File: config.mk
export PLATFORM = sky130hd
export DESIGN_NAME = panel_cfg_spi
export DESIGN_NICKNAME = d
export VERILOG_FILES = /design/src/rtl/panel_cfg_pkg.sv /design/src/rtl/panel_cfg_sync.sv /design/src/rtl/panel_cfg_frame.sv /design/src/rtl/panel_cfg_regbank.sv /design/src/rtl/panel_cfg_spi.sv
export SDC_FILE = /design/constraint.sdc
export NUM_CORES = 1
export LEC_CHECK = 0
export ABC_CLOCK_PERIOD_IN_PS = 5630
export BUFFER_PORTS_ARGS = -buffer_cell sky130_fd_sc_hd__buf_2
export CORE_ASPECT_RATIO = 1.25
export CORE_MARGIN = 10
export CORE_UTILIZATION = 45
export DETAILED_ROUTE_END_ITERATION = 8
export GPL_ROUTABILITY_DRIVEN = 0
export PLACE_DENSITY = 0.59
export SLEW_MARGIN = 10
export SYNTH_ARGS = -nofsm -noshare
export SYNTH_HDL_FRONTEND = slang
export SYNTH_SLANG_ARGS = --single-unit
File: constraint.sdc
create_clock -name clk_i -period 5.63 [get_ports clk_i]
set_input_delay 0.8445 -clock clk_i [delete_from_list [all_inputs] [get_ports clk_i]]
set_output_delay 0.8445 -clock clk_i [all_outputs]
set_load 0.05 [all_outputs]
File: src/rtl/panel_cfg_pkg.sv
package panel_cfg_pkg;
  localparam int unsigned ADDR_W    = 7;
  localparam int unsigned DATA_W    = 8;
  localparam int unsigned LAST_ADDR = 'h44;
  localparam int unsigned NUM_REGS  = LAST_ADDR + 1;
  localparam int unsigned NUM_GAMMA = 8;

  localparam logic [DATA_W-1:0] ID_VALUE = 8'h96;

  localparam logic [ADDR_W-1:0] A_ID     = 7'h00;
  localparam logic [ADDR_W-1:0] A_GRST   = 7'h04;
  localparam logic [ADDR_W-1:0] A_ENTRY  = 7'h06;
  localparam logic [ADDR_W-1:0] A_PWR    = 7'h07;
  localparam logic [ADDR_W-1:0] A_POL    = 7'h0A;
  localparam logic [ADDR_W-1:0] A_SYNC   = 7'h0B;
  localparam logic [ADDR_W-1:0] A_GAMMA0 = 7'h10;

  function automatic logic [DATA_W-1:0] reg_default(input int unsigned a);
    case (a)
      'h01:    return 8'h0F;
      'h02:    return 8'h2E;
      'h03:    return 8'h12;
      'h04:    return 8'h01;
      'h06:    return 8'h0F;
      'h0A:    return 8'h09;
      default: return 8'h00;
    endcase
  endfunction
endpackage

File: src/rtl/panel_cfg_sync.sv
module panel_cfg_sync #(
  parameter int unsigned STAGES    = 2,
  parameter logic        RESET_VAL = 1'b0
) (
  input  logic clk_i,
  input  logic rst_ni,
  input  logic d_i,
  output logic q_o
);
  logic [STAGES-1:0] pipe_q;

  always_ff @(posedge clk_i or negedge rst_ni) begin
    if (!rst_ni) pipe_q <= {STAGES{RESET_VAL}};
    else         pipe_q <= {pipe_q[STAGES-2:0], d_i};
  end

  assign q_o = pipe_q[STAGES-1];
endmodule

File: src/rtl/panel_cfg_frame.sv
module panel_cfg_frame
  import panel_cfg_pkg::*;
(
  input  logic              clk_i,
  input  logic              rst_ni,
  input  logic              sclk_i,
  input  logic              csn_i,
  input  logic              mosi_i,
  output logic              miso_o,
  output logic [ADDR_W-1:0] rd_addr_o,
  input  logic [DATA_W-1:0] rd_data_i,
  output logic              wr_en_o,
  output logic [ADDR_W-1:0] wr_addr_o,
  output logic [DATA_W-1:0] wr_data_o
);
  localparam int unsigned CNT_W   = 5;
  localparam int unsigned CNT_MAX = (1 << CNT_W) - 1;
  localparam int unsigned WR_BITS = 2 * DATA_W;

  logic sclk_s, csn_s, mosi_s;
  logic sclk_q, active_q;
  logic active;
  logic sclk_rise, sclk_fall, cs_release;

  logic [DATA_W-1:0] rx_sr;
  logic [DATA_W-1:0] cmd_q;
  logic [DATA_W-1:0] data_q;
  logic [DATA_W-1:0] tx_sr;
  logic [CNT_W-1:0]  bit_cnt;
  logic [DATA_W-1:0] rx_next;
  logic              rd_load, rd_phase;

  panel_cfg_sync #(.STAGES(2), .RESET_VAL(1'b0)) u_sync_sclk (
    .clk_i(clk_i), .rst_ni(rst_ni), .d_i(sclk_i), .q_o(sclk_s));
  panel_cfg_sync #(.STAGES(2), .RESET_VAL(1'b1)) u_sync_csn (
    .clk_i(clk_i), .rst_ni(rst_ni), .d_i(csn_i), .q_o(csn_s));
  panel_cfg_sync #(.STAGES(2), .RESET_VAL(1'b0)) u_sync_mosi (
    .clk_i(clk_i), .rst_ni(rst_ni), .d_i(mosi_i), .q_o(mosi_s));

  assign active     = ~csn_s;
  assign sclk_rise  = active & sclk_s & ~sclk_q;
  assign sclk_fall  = active & ~sclk_s & sclk_q;
  assign cs_release = active_q & ~active;
  assign rx_next    = {rx_sr[DATA_W-2:0], mosi_s};

  // command byte completes on the 8th rising edge
  assign rd_load   = sclk_rise && (bit_cnt == CNT_W'(DATA_W - 1)) && rx_sr[DATA_W-2];
  assign rd_addr_o = rx_next[ADDR_W-1:0];
  assign rd_phase  = active && cmd_q[DATA_W-1] && (bit_cnt >= CNT_W'(DATA_W));

  always_ff @(posedge clk_i or negedge rst_ni) begin
    if (!rst_ni) begin
      sclk_q   <= 1'b0;
      active_q <= 1'b0;
    end else begin
      sclk_q   <= sclk_s;
      active_q <= active;
    end
  end

  always_ff @(posedge clk_i or negedge rst_ni) begin
    if (!rst_ni) begin
      rx_sr   <= '0;
      cmd_q   <= '0;
      data_q  <= '0;
      bit_cnt <= '0;
    end else if (!active) begin
      rx_sr   <= '0;
      cmd_q   <= '0;
      data_q  <= '0;
      bit_cnt <= '0;
    end else if (sclk_rise) begin
      rx_sr <= rx_next;
      if (bit_cnt != CNT_W'(CNT_MAX)) bit_cnt <= bit_cnt + 1'b1;
      if (bit_cnt == CNT_W'(DATA_W - 1))  cmd_q  <= rx_next;
      if (bit_cnt == CNT_W'(WR_BITS - 1)) data_q <= rx_next;
    end
  end

  always_ff @(posedge clk_i or negedge rst_ni) begin
    if (!rst_ni) begin
      tx_sr <= '0;
    end else if (!active) begin
      tx_sr <= '0;
    end else if (rd_load) begin
      tx_sr <= rd_data_i;
    end else if (sclk_fall && rd_phase && (bit_cnt > CNT_W'(DATA_W))) begin
      tx_sr <= {tx_sr[DATA_W-2:0], 1'b0};
    end
  end

  assign miso_o    = rd_phase ? tx_sr[DATA_W-1] : 1'b0;
  assign wr_en_o   = cs_release && !cmd_q[DATA_W-1] && (bit_cnt == CNT_W'(WR_BITS));
  assign wr_addr_o = cmd_q[ADDR_W-1:0];
  assign wr_data_o = data_q;

  a_r3_miso_idle: assert property (@(posedge clk_i) disable iff (!rst_ni)
    (csn_s && !active_q) |-> !miso_o);

  a_r2_single_commit: assert property (@(posedge clk_i) disable iff (!rst_ni)
    wr_en_o |=> !wr_en_o);

  a_r2_commit_on_release: assert property (@(posedge clk_i) disable iff (!rst_ni)
    wr_en_o |-> (active_q && csn_s));
endmodule

File: src/rtl/panel_cfg_regbank.sv
module panel_cfg_regbank
  import panel_cfg_pkg::*;
(
  input  logic                          clk_i,
  input  logic                          rst_ni,
  input  logic                          wr_en_i,
  input  logic [ADDR_W-1:0]             wr_addr_i,
  input  logic [DATA_W-1:0]             wr_data_i,
  input  logic [ADDR_W-1:0]             rd_addr_i,
  output logic [DATA_W-1:0]             rd_data_o,
  output logic [DATA_W-1:0]             pwr_o,
  output logic [DATA_W-1:0]             entry_o,
  output logic [DATA_W-1:0]             pol_o,
  output logic [DATA_W-1:0]             sync_o,
  output logic [4*NUM_GAMMA-1:0]        gamma_pos_o,
  output logic [4*NUM_GAMMA-1:0]        gamma_neg_o
);
  logic [DATA_W-1:0] bank [NUM_REGS];
  logic              grst;

  assign grst = wr_en_i && (wr_addr_i == A_GRST) && !wr_data_i[0];

  assign bank[0] = ID_VALUE;

  for (genvar i = 1; i < NUM_REGS; i++) begin : g_reg
    always_ff @(posedge clk_i or negedge rst_ni) begin
      if (!rst_ni)                                      bank[i] <= reg_default(i);
      else if (grst)                                    bank[i] <= reg_default(i);
      else if (wr_en_i && (wr_addr_i == ADDR_W'(i)))   bank[i] <= wr_data_i;
    end
  end

  always_comb begin
    rd_data_o = '0;
    for (int k = 0; k < NUM_REGS; k++) begin
      if (rd_addr_i == ADDR_W'(k)) rd_data_o = bank[k];
    end
  end

  assign pwr_o   = bank[A_PWR];
  assign entry_o = bank[A_ENTRY];
  assign pol_o   = bank[A_POL];
  assign sync_o  = bank[A_SYNC];

  for (genvar g = 0; g < NUM_GAMMA; g++) begin : g_gamma
    assign gamma_pos_o[4*g +: 4] = bank[int'(A_GAMMA0) + g][3:0];
    assign gamma_neg_o[4*g +: 4] = bank[int'(A_GAMMA0) + g][7:4];
  end

  a_r7_grst_restores: assert property (@(posedge clk_i) disable iff (!rst_ni)
    grst |=> (pwr_o == 8'h00) && (pol_o == 8'h09) && (entry_o == 8'h0F) && (gamma_pos_o == '0));

  a_r4_id_write_ignored: assert property (@(posedge clk_i) disable iff (!rst_ni)
    (wr_en_i && wr_addr_i == A_ID) |=>
      ($stable(pwr_o) && $stable(pol_o) && $stable(entry_o) && $stable(sync_o) && $stable(gamma_neg_o)));

  a_r5_oob_write_ignored: assert property (@(posedge clk_i) disable iff (!rst_ni)
    (wr_en_i && wr_addr_i > ADDR_W'(LAST_ADDR)) |=>
      ($stable(pwr_o) && $stable(pol_o) && $stable(entry_o) && $stable(sync_o) && $stable(gamma_pos_o)));

  a_r8_pwr_update: assert property (@(posedge clk_i) disable iff (!rst_ni)
    (wr_en_i && wr_addr_i == A_PWR) |=> (pwr_o == $past(wr_data_i)));
endmodule

File: src/rtl/panel_cfg_spi.sv
module panel_cfg_spi
  import panel_cfg_pkg::*;
(
  input  logic        clk_i,
  input  logic        rst_ni,
  input  logic        sclk_i,
  input  logic        csn_i,
  input  logic        mosi_i,
  output logic        miso_o,
  output logic [7:0]  pwr_ctrl_o,
  output logic [7:0]  entry_mode_o,
  output logic [7:0]  pol_ctrl_o,
  output logic [7:0]  sync_ctrl_o,
  output logic [31:0] gamma_pos_o,
  output logic [31:0] gamma_neg_o
);
  logic [ADDR_W-1:0] rd_addr, wr_addr;
  logic [DATA_W-1:0] rd_data, wr_data;
  logic              wr_en;

  panel_cfg_frame u_frame (
    .clk_i     (clk_i),
    .rst_ni    (rst_ni),
    .sclk_i    (sclk_i),
    .csn_i     (csn_i),
    .mosi_i    (mosi_i),
    .miso_o    (miso_o),
    .rd_addr_o (rd_addr),
    .rd_data_i (rd_data),
    .wr_en_o   (wr_en),
    .wr_addr_o (wr_addr),
    .wr_data_o (wr_data)
  );

  panel_cfg_regbank u_bank (
    .clk_i       (clk_i),
    .rst_ni      (rst_ni),
    .wr_en_i     (wr_en),
    .wr_addr_i   (wr_addr),
    .wr_data_i   (wr_data),
    .rd_addr_i   (rd_addr),
    .rd_data_o   (rd_data),
    .pwr_o       (pwr_ctrl_o),
    .entry_o     (entry_mode_o),
    .pol_o       (pol_ctrl_o),
    .sync_o      (sync_ctrl_o),
    .gamma_pos_o (gamma_pos_o),
    .gamma_neg_o (gamma_neg_o)
  );
endmodule

# Word-level counts from Yosys, hierarchy flattened
# Cells that the tools add are included.
# totals
regBits	588
ramBits	0
n_memories	0
inputBits	5
romBits	0
output_inout_bits	97
latch_bits	0
# op_classes
n_mux	220
n_reduce_logical	156
addsub	1
multipliers	0
n_div	0
n_lt_le_gt_ge	2
n_eq_ne	140
bitwise	8
shift	0
# ops
cell	count
$mux 8	214
$eq 7x6->1 const B	64
$eq 7x5->1 const B	32
$reduce_bool 2->1	72
$eq 7x4->1 const B	16
$logic_and 1x1->1	77
$eq 7x7->1 const B	10
$eq 7x3->1 const B	8
$eq 7x2->1 const B	4
$mux 5	3
$eq 7x1->1 const B	2
$mux 7	2
$logic_not 7->1	1
$reduce_and 2->1	3
$add 5x1->5 const B	1
$and 1x1->1	5
$eq 5x3->1 const B	1
$eq 5x4->1 const B	1
$eq 5x5->1 const B	1
$ge 5x4->1 const B	1
$gt 5x4->1 const B	1
$ne 5x5->1 const B	1
$not 1->1	3
$reduce_bool 3->1	1
other kinds (2)	3

# Longest topological paths before layout
# depth
depth_word	72
depth_mapped	14
mapped_depth_nobuf	9

# Cells and area by module
# From an unflattened synthesis, not the netlist that was laid out.
# unflattened
hier_cells	3688
hier_area_um2	31672.9
# modules_own_cells
mod	instances	seq_area_each_um2	area_per_inst_um2	cells_per_inst
panel_cfg_regbank	1	13634.3	29575.9	3492
panel_cfg_frame	1	950.9	1944.4	190
panel_cfg_sync (u_frame.u_sync_mosi ...)	2	50.0	50.0	2
panel_cfg_sync (u_frame.u_sync_csn)	1	52.6	52.6	2

# Worst setup path after synthesis
# No wires, ideal clock.
# synth_path
kind	register -> output
from	register u_frame.u_sync_csn.pipe_q[1]
to	output miso_o
stages_incl_launch_ff	5
slack_ps	2937
t_arrival_ps	1848
required_ps	4786
path_buffers	1
cell_sequence	dfstp_2 buf_2 inv_2 nand2_1 nor3b_1
# synth_via
elab_chain_len	4
# synth_rtl
element	line	source
start, declared	panel_cfg_sync.sv:10	logic [STAGES-1:0] pipe_q;
start signal, assigned	panel_cfg_sync.sv:13	if (!rst_ni) pipe_q <= {STAGES{RESET_VAL}};
start signal, assigned	panel_cfg_sync.sv:14	else pipe_q <= {pipe_q[STAGES-2:0], d_i};
$not 1->1	panel_cfg_frame.sv:40	assign active = ~csn_s;
named net u_frame.active	panel_cfg_frame.sv:22	logic active;
$logic_and 1x1->1 (2 in a row)	panel_cfg_frame.sv:49	assign rd_phase = active && cmd_q[DATA_W-1] && (bit_cnt >= CNT_W'(DATA_W));
$mux 1	panel_cfg_frame.sv:92	assign miso_o = rd_phase ? tx_sr[DATA_W-1] : 1'b0;
end, declared	panel_cfg_spi.sv:9	output logic miso_o,
# The timed path passes the listed nets, and every way through them passes these cells.

# Worst setup path in the final report
# layout_path
from	register u_frame.rx_sr[2]
to	register u_frame.tx_sr[3]
# layout_via
elab_chain_len	71
# layout_rtl
element	line	source
start, declared	panel_cfg_frame.sv:25	logic [DATA_W-1:0] rx_sr;
start signal, assigned	panel_cfg_frame.sv:73	rx_sr <= rx_next;
$eq 7x1->1	panel_cfg_regbank.sv:36	if (rd_addr_i == ADDR_W'(k)) rd_data_o = bank[k];
$mux 8 (67 in a row)	panel_cfg_regbank.sv:36	
$mux 8 *	panel_cfg_regbank.sv:36	
$mux 8 *	panel_cfg_frame.sv:85	end else if (rd_load) begin
$mux 8 *	panel_cfg_frame.sv:83	end else if (!active) begin
end signal, assigned	panel_cfg_frame.sv:86	tx_sr <= rd_data_i;
end signal, assigned	panel_cfg_frame.sv:88	tx_sr <= {tx_sr[DATA_W-2:0], 1'b0};
end, declared	panel_cfg_frame.sv:28	logic [DATA_W-1:0] tx_sr;
# Every way passes the cells marked *; elsewhere a longest branch is shown, timed or not.
# A chain may end at the register's enable or synchronous reset.

==> results.toml <==
[cts]
cts_resized = 0
path_clk_slew_ps = 60
cts_max_level = 2
clkLatencyLatePin_ps = 670
cts_hold_buf = 0
clockBufferDepth = 3
cts_tree = "done"
cts_sinks = 588
root_buffer = "clkbuf_16"
cts_buffers = 61
cts_setup_buffers = 0

[setup_path]
path_class = "reg2reg"
rrSetupSlack_ps = 590
r2r_cells = 9
endpoint = "u_frame.tx_sr[3]"
crit_fanout = 48
r2r_end = "u_frame.tx_sr[3]"
reg2reg_from = "u_frame.rx_sr[2]"
cp-start-kind = "flop"
critPathLaunch = "u_frame.rx_sr[2]"
crit_arrival_ps = 5520
crit_required_ps = 6110
endpoint_kind = "flop"

[synthesis]
synthTopCellsByCount = "773 x nand2_1, 569 x dfrtp_1, 496 x a21oi_1, 387 x nor2_1, 212 x o21ai_0"
ys.flop_type = "dfrtp_1"
synth.net_count = 3689
syn_inst = 3680
ys_seq_area_share_pct = 46.92
synth_area_per_cell_um2 = 8.536
synth_cell_types = 93
synth_top_cell_by_area = "dfrtp_1"
synthesis.area_um2 = 31410
yosys_warnings = 0
synth-edff-count = 0
ys_ff_latch = 588
async_reset_ff_share_pct = 100.0
synth.most_common_cell = "nand2_1"
ys_top_cells_by_area = "dfrtp_1 45%, nand2_1 9.2%, a21oi_1 7.9%"
synth_top_area_share_pct = 45.33

[global_route]
grt_max_degree = 154
grt_remaining_overflow = 0
grt_pass1_vias = 28364
antenna_found_initial = 4
grt_pass1_wl_mm = 204.5
grt_util_all_layers_pct = 34.03

[pwr]
seqPwrFrac_pct = 47.7
p_sw_mw = 2.110
comb_power_share_pct = 3.7
p_leak_nw = 14.86
p_sw_share_pct = 23.68
pwr_density_cell_nw_per_um2 = 261.6
worst_ir_drop_vdd_mv = 0.2415
clkPwrFrac_pct = 48.6
p_int_mw = 6.801

[timing]
final-setup-viol-count = 0
max-slew-margin-rel_pct = 11.38
clock-skew-final_ps = 36.99
min_period_ps = 5039
finalCritPeriodShare_pct = 89.51
max_freq_mhz = 198.4
holdWs_ps = 268.2
rsz0062_at_grt = "false"
timing.final.ws_setup_ps = 590.6
slew_viol_final = 0
hold_violations = 0
tightest_slew_ps = 1328
finalSetupTns_ps = 0

[placement]
hpwlAfterDp_mm = 92.51
post-place-ws_ps = 1152
numPortBuffers = 101

[routing]
vias = 29918
drt-pass1-iter-count = 9
drcViolationCount = 0
routedWlPerCell_um = 31.20
drtIter0Drc = 4454
wl_mm = 141.5
ant_nets = 0
vias_per_cell = 6.599

[cells_and_area]
fill_cells = 6742
syn_to_final_growth_pct = 8.441
final_nets = 3558
drive_above_1_share_pct = 11.01
fin_util_pct = 49.14

[min_path]
worstHoldPathType = "in2async"

[die]
initial_core_util_pct = 45.31
core_um2 = 69320
dieArea_um2 = 80840
io_pins = 102
rows = 108
die_h_um = 315.4
die_w_um = 256.3

[status]
status = "completed"

[flow_run]
cap_viol_max_count = 0
==> per-layer routing <==
metal / track usage (%) / vias to the layer above / share of wire [%]
met3: 10.09 / 642 / 12
met5: 0 / - / 0.081
met2: 51.20 / 2092 / 43
li1: - / 12488 / -
met1: 40.98 / 14688 / 36
met4: 25.63 / 8 / 9.1
==> cell usage in the layout (no fill, tap or decap), types with 8 or more instances in the layout <==
cell,instances
a22oi_1,39
o211ai_1,21
nor2_1,384
mux2_2,16
a2bb2oi_1,8
a211oi_1,18
o21ai_0,212
clkbuf_8,18
a221oi_1,23
buf_12,8
mux2i_1,183
nor4_1,8
nor2b_1,19
nor2_2,19
and3_1,10
o221ai_1,20
a222oi_1,10
buf_2,100
nand4_1,10
o2111ai_1,9
nand2b_1,28
nand3_1,64
inv_1,16
a32oi_1,8
nand3b_1,15
nand2_1,772
clkbuf_16,61
dfstp_2,19
nor3_1,23
clkbuf_1,16
o22a_1,30
a21oi_1,496
a31oi_1,18
o22ai_1,46
buf_4,83
dfrtp_1,557
==> cell families (layout without fill, tap and decap cells) <==
| family | Yosys count | in the layout | share of synthesized area, % |
|---|---|---|---|
| xor+xnor | 3 | 3 | 0.08366 |
| simple gates | 1438 | 1438 | 19.83 |
| mux | 199 | 199 | 6.405 |
| flops | 588 | 588 | 46.92 |
| fa+ha+maj | 4 | 4 | 0.1593 |
| other cells | 0 | 1 | 0 |
| compound gates | 1044 | 1044 | 19.91 |
| buf+inv | 404 | 322 | 6.696 |
==> power by group through the flow <==
| stage | Clock, mW | Sequential [mW] | Combinational (mW) |
|---|---|---|---|
| 2_1_floorplan | 0 | 4.31 | 0.137 |
| 4_1_cts | 4.34 | 4.25 | 0.314 |
| 6_report | 4.33 | 4.25 | 0.329 |
| 3_5_place_dp | 0 | 4.33 | 0.313 |
| 3_3_place_gp | 0 | 4.33 | 0.314 |
| 5_1_grt | 4.50 | 4.25 | 0.343 |
==> worst min-delay path by stage <==
stage                                         end  slack (ps)  cells past startpoint
floorplan           u_frame.u_sync_mosi.pipe_q[1]         330                      0
global placement    u_frame.u_sync_sclk.pipe_q[1]         330                      0
detailed placement   u_frame.u_sync_csn.pipe_q[1]         350                      0
CTS                 u_frame.u_sync_mosi.pipe_q[0]         290                      1
global route        u_frame.u_sync_mosi.pipe_q[0]         290                      1
finish                           u_bank.bank[515]         270                      1
==> layout make-up <==
class / instances / area, um2 / share of cell area, %
Tap cell: 935 / 1170 / 3.434
Sequential cell: 588 / 14770 / 43.36
Inverter: 18 / 67.56 / 0.1984
Clock inverter: 17 / 256.5 / 0.7530
Multi-Input combinational cell: 2688 / 14660 / 43.05
Clock buffer: 95 / 1834 / 5.385
Timing Repair Buffer: 192 / 1299 / 3.813
Antenna cell: 1 / 2.502 / 0.007346
==> state kept, by name, summed over array words and instances, names as in the netlist <==
register,count
u_frame.bit_cnt,5
u_bank.bank,448
u_frame.wr_data_o,8
u_bank.sync_o,8
u_frame.rx_sr,7
u_frame.sclk_q,1
u_bank.pol_o,8
u_bank.gamma_pos_o,32
u_frame.tx_sr,8
u_bank.pwr_o,8
u_frame.u_sync_csn.pipe_q,2
u_frame.u_sync_sclk.pipe_q,2
u_frame.cmd_q,8
u_frame.active_q,1
u_bank.entry_o,8
u_bank.gamma_neg_o,32
u_frame.u_sync_mosi.pipe_q,2
==> critical path, stage by stage, from the launching register on <==
cell      delay, ps
dfrtp_2         900
buf_12          340
and2b_1         790
nand2_1         860
o211ai_1        520
a21oi_1         210
a221oi_1        270
a211oi_1        140
a211oi_2        650
o22ai_1         180
==> through the flow <==
| stage | instances | power (mW) | instance area, um2 |
|---|---|---|---|
| 4_1_cts | 4533 | 8.904 | 34050 |
| 2_1_floorplan | 3680 | 4.449 | 31410 |
| 3_3_place_gp | 4421 | 4.644 | 31960 |
| 5_1_grt | 4533 | 9.096 | 34060 |
| 3_5_place_dp | 4421 | 4.643 | 31960 |
| 6_report | 4534 | 8.912 | 34060 |
(Power assumes the default switching activity.)
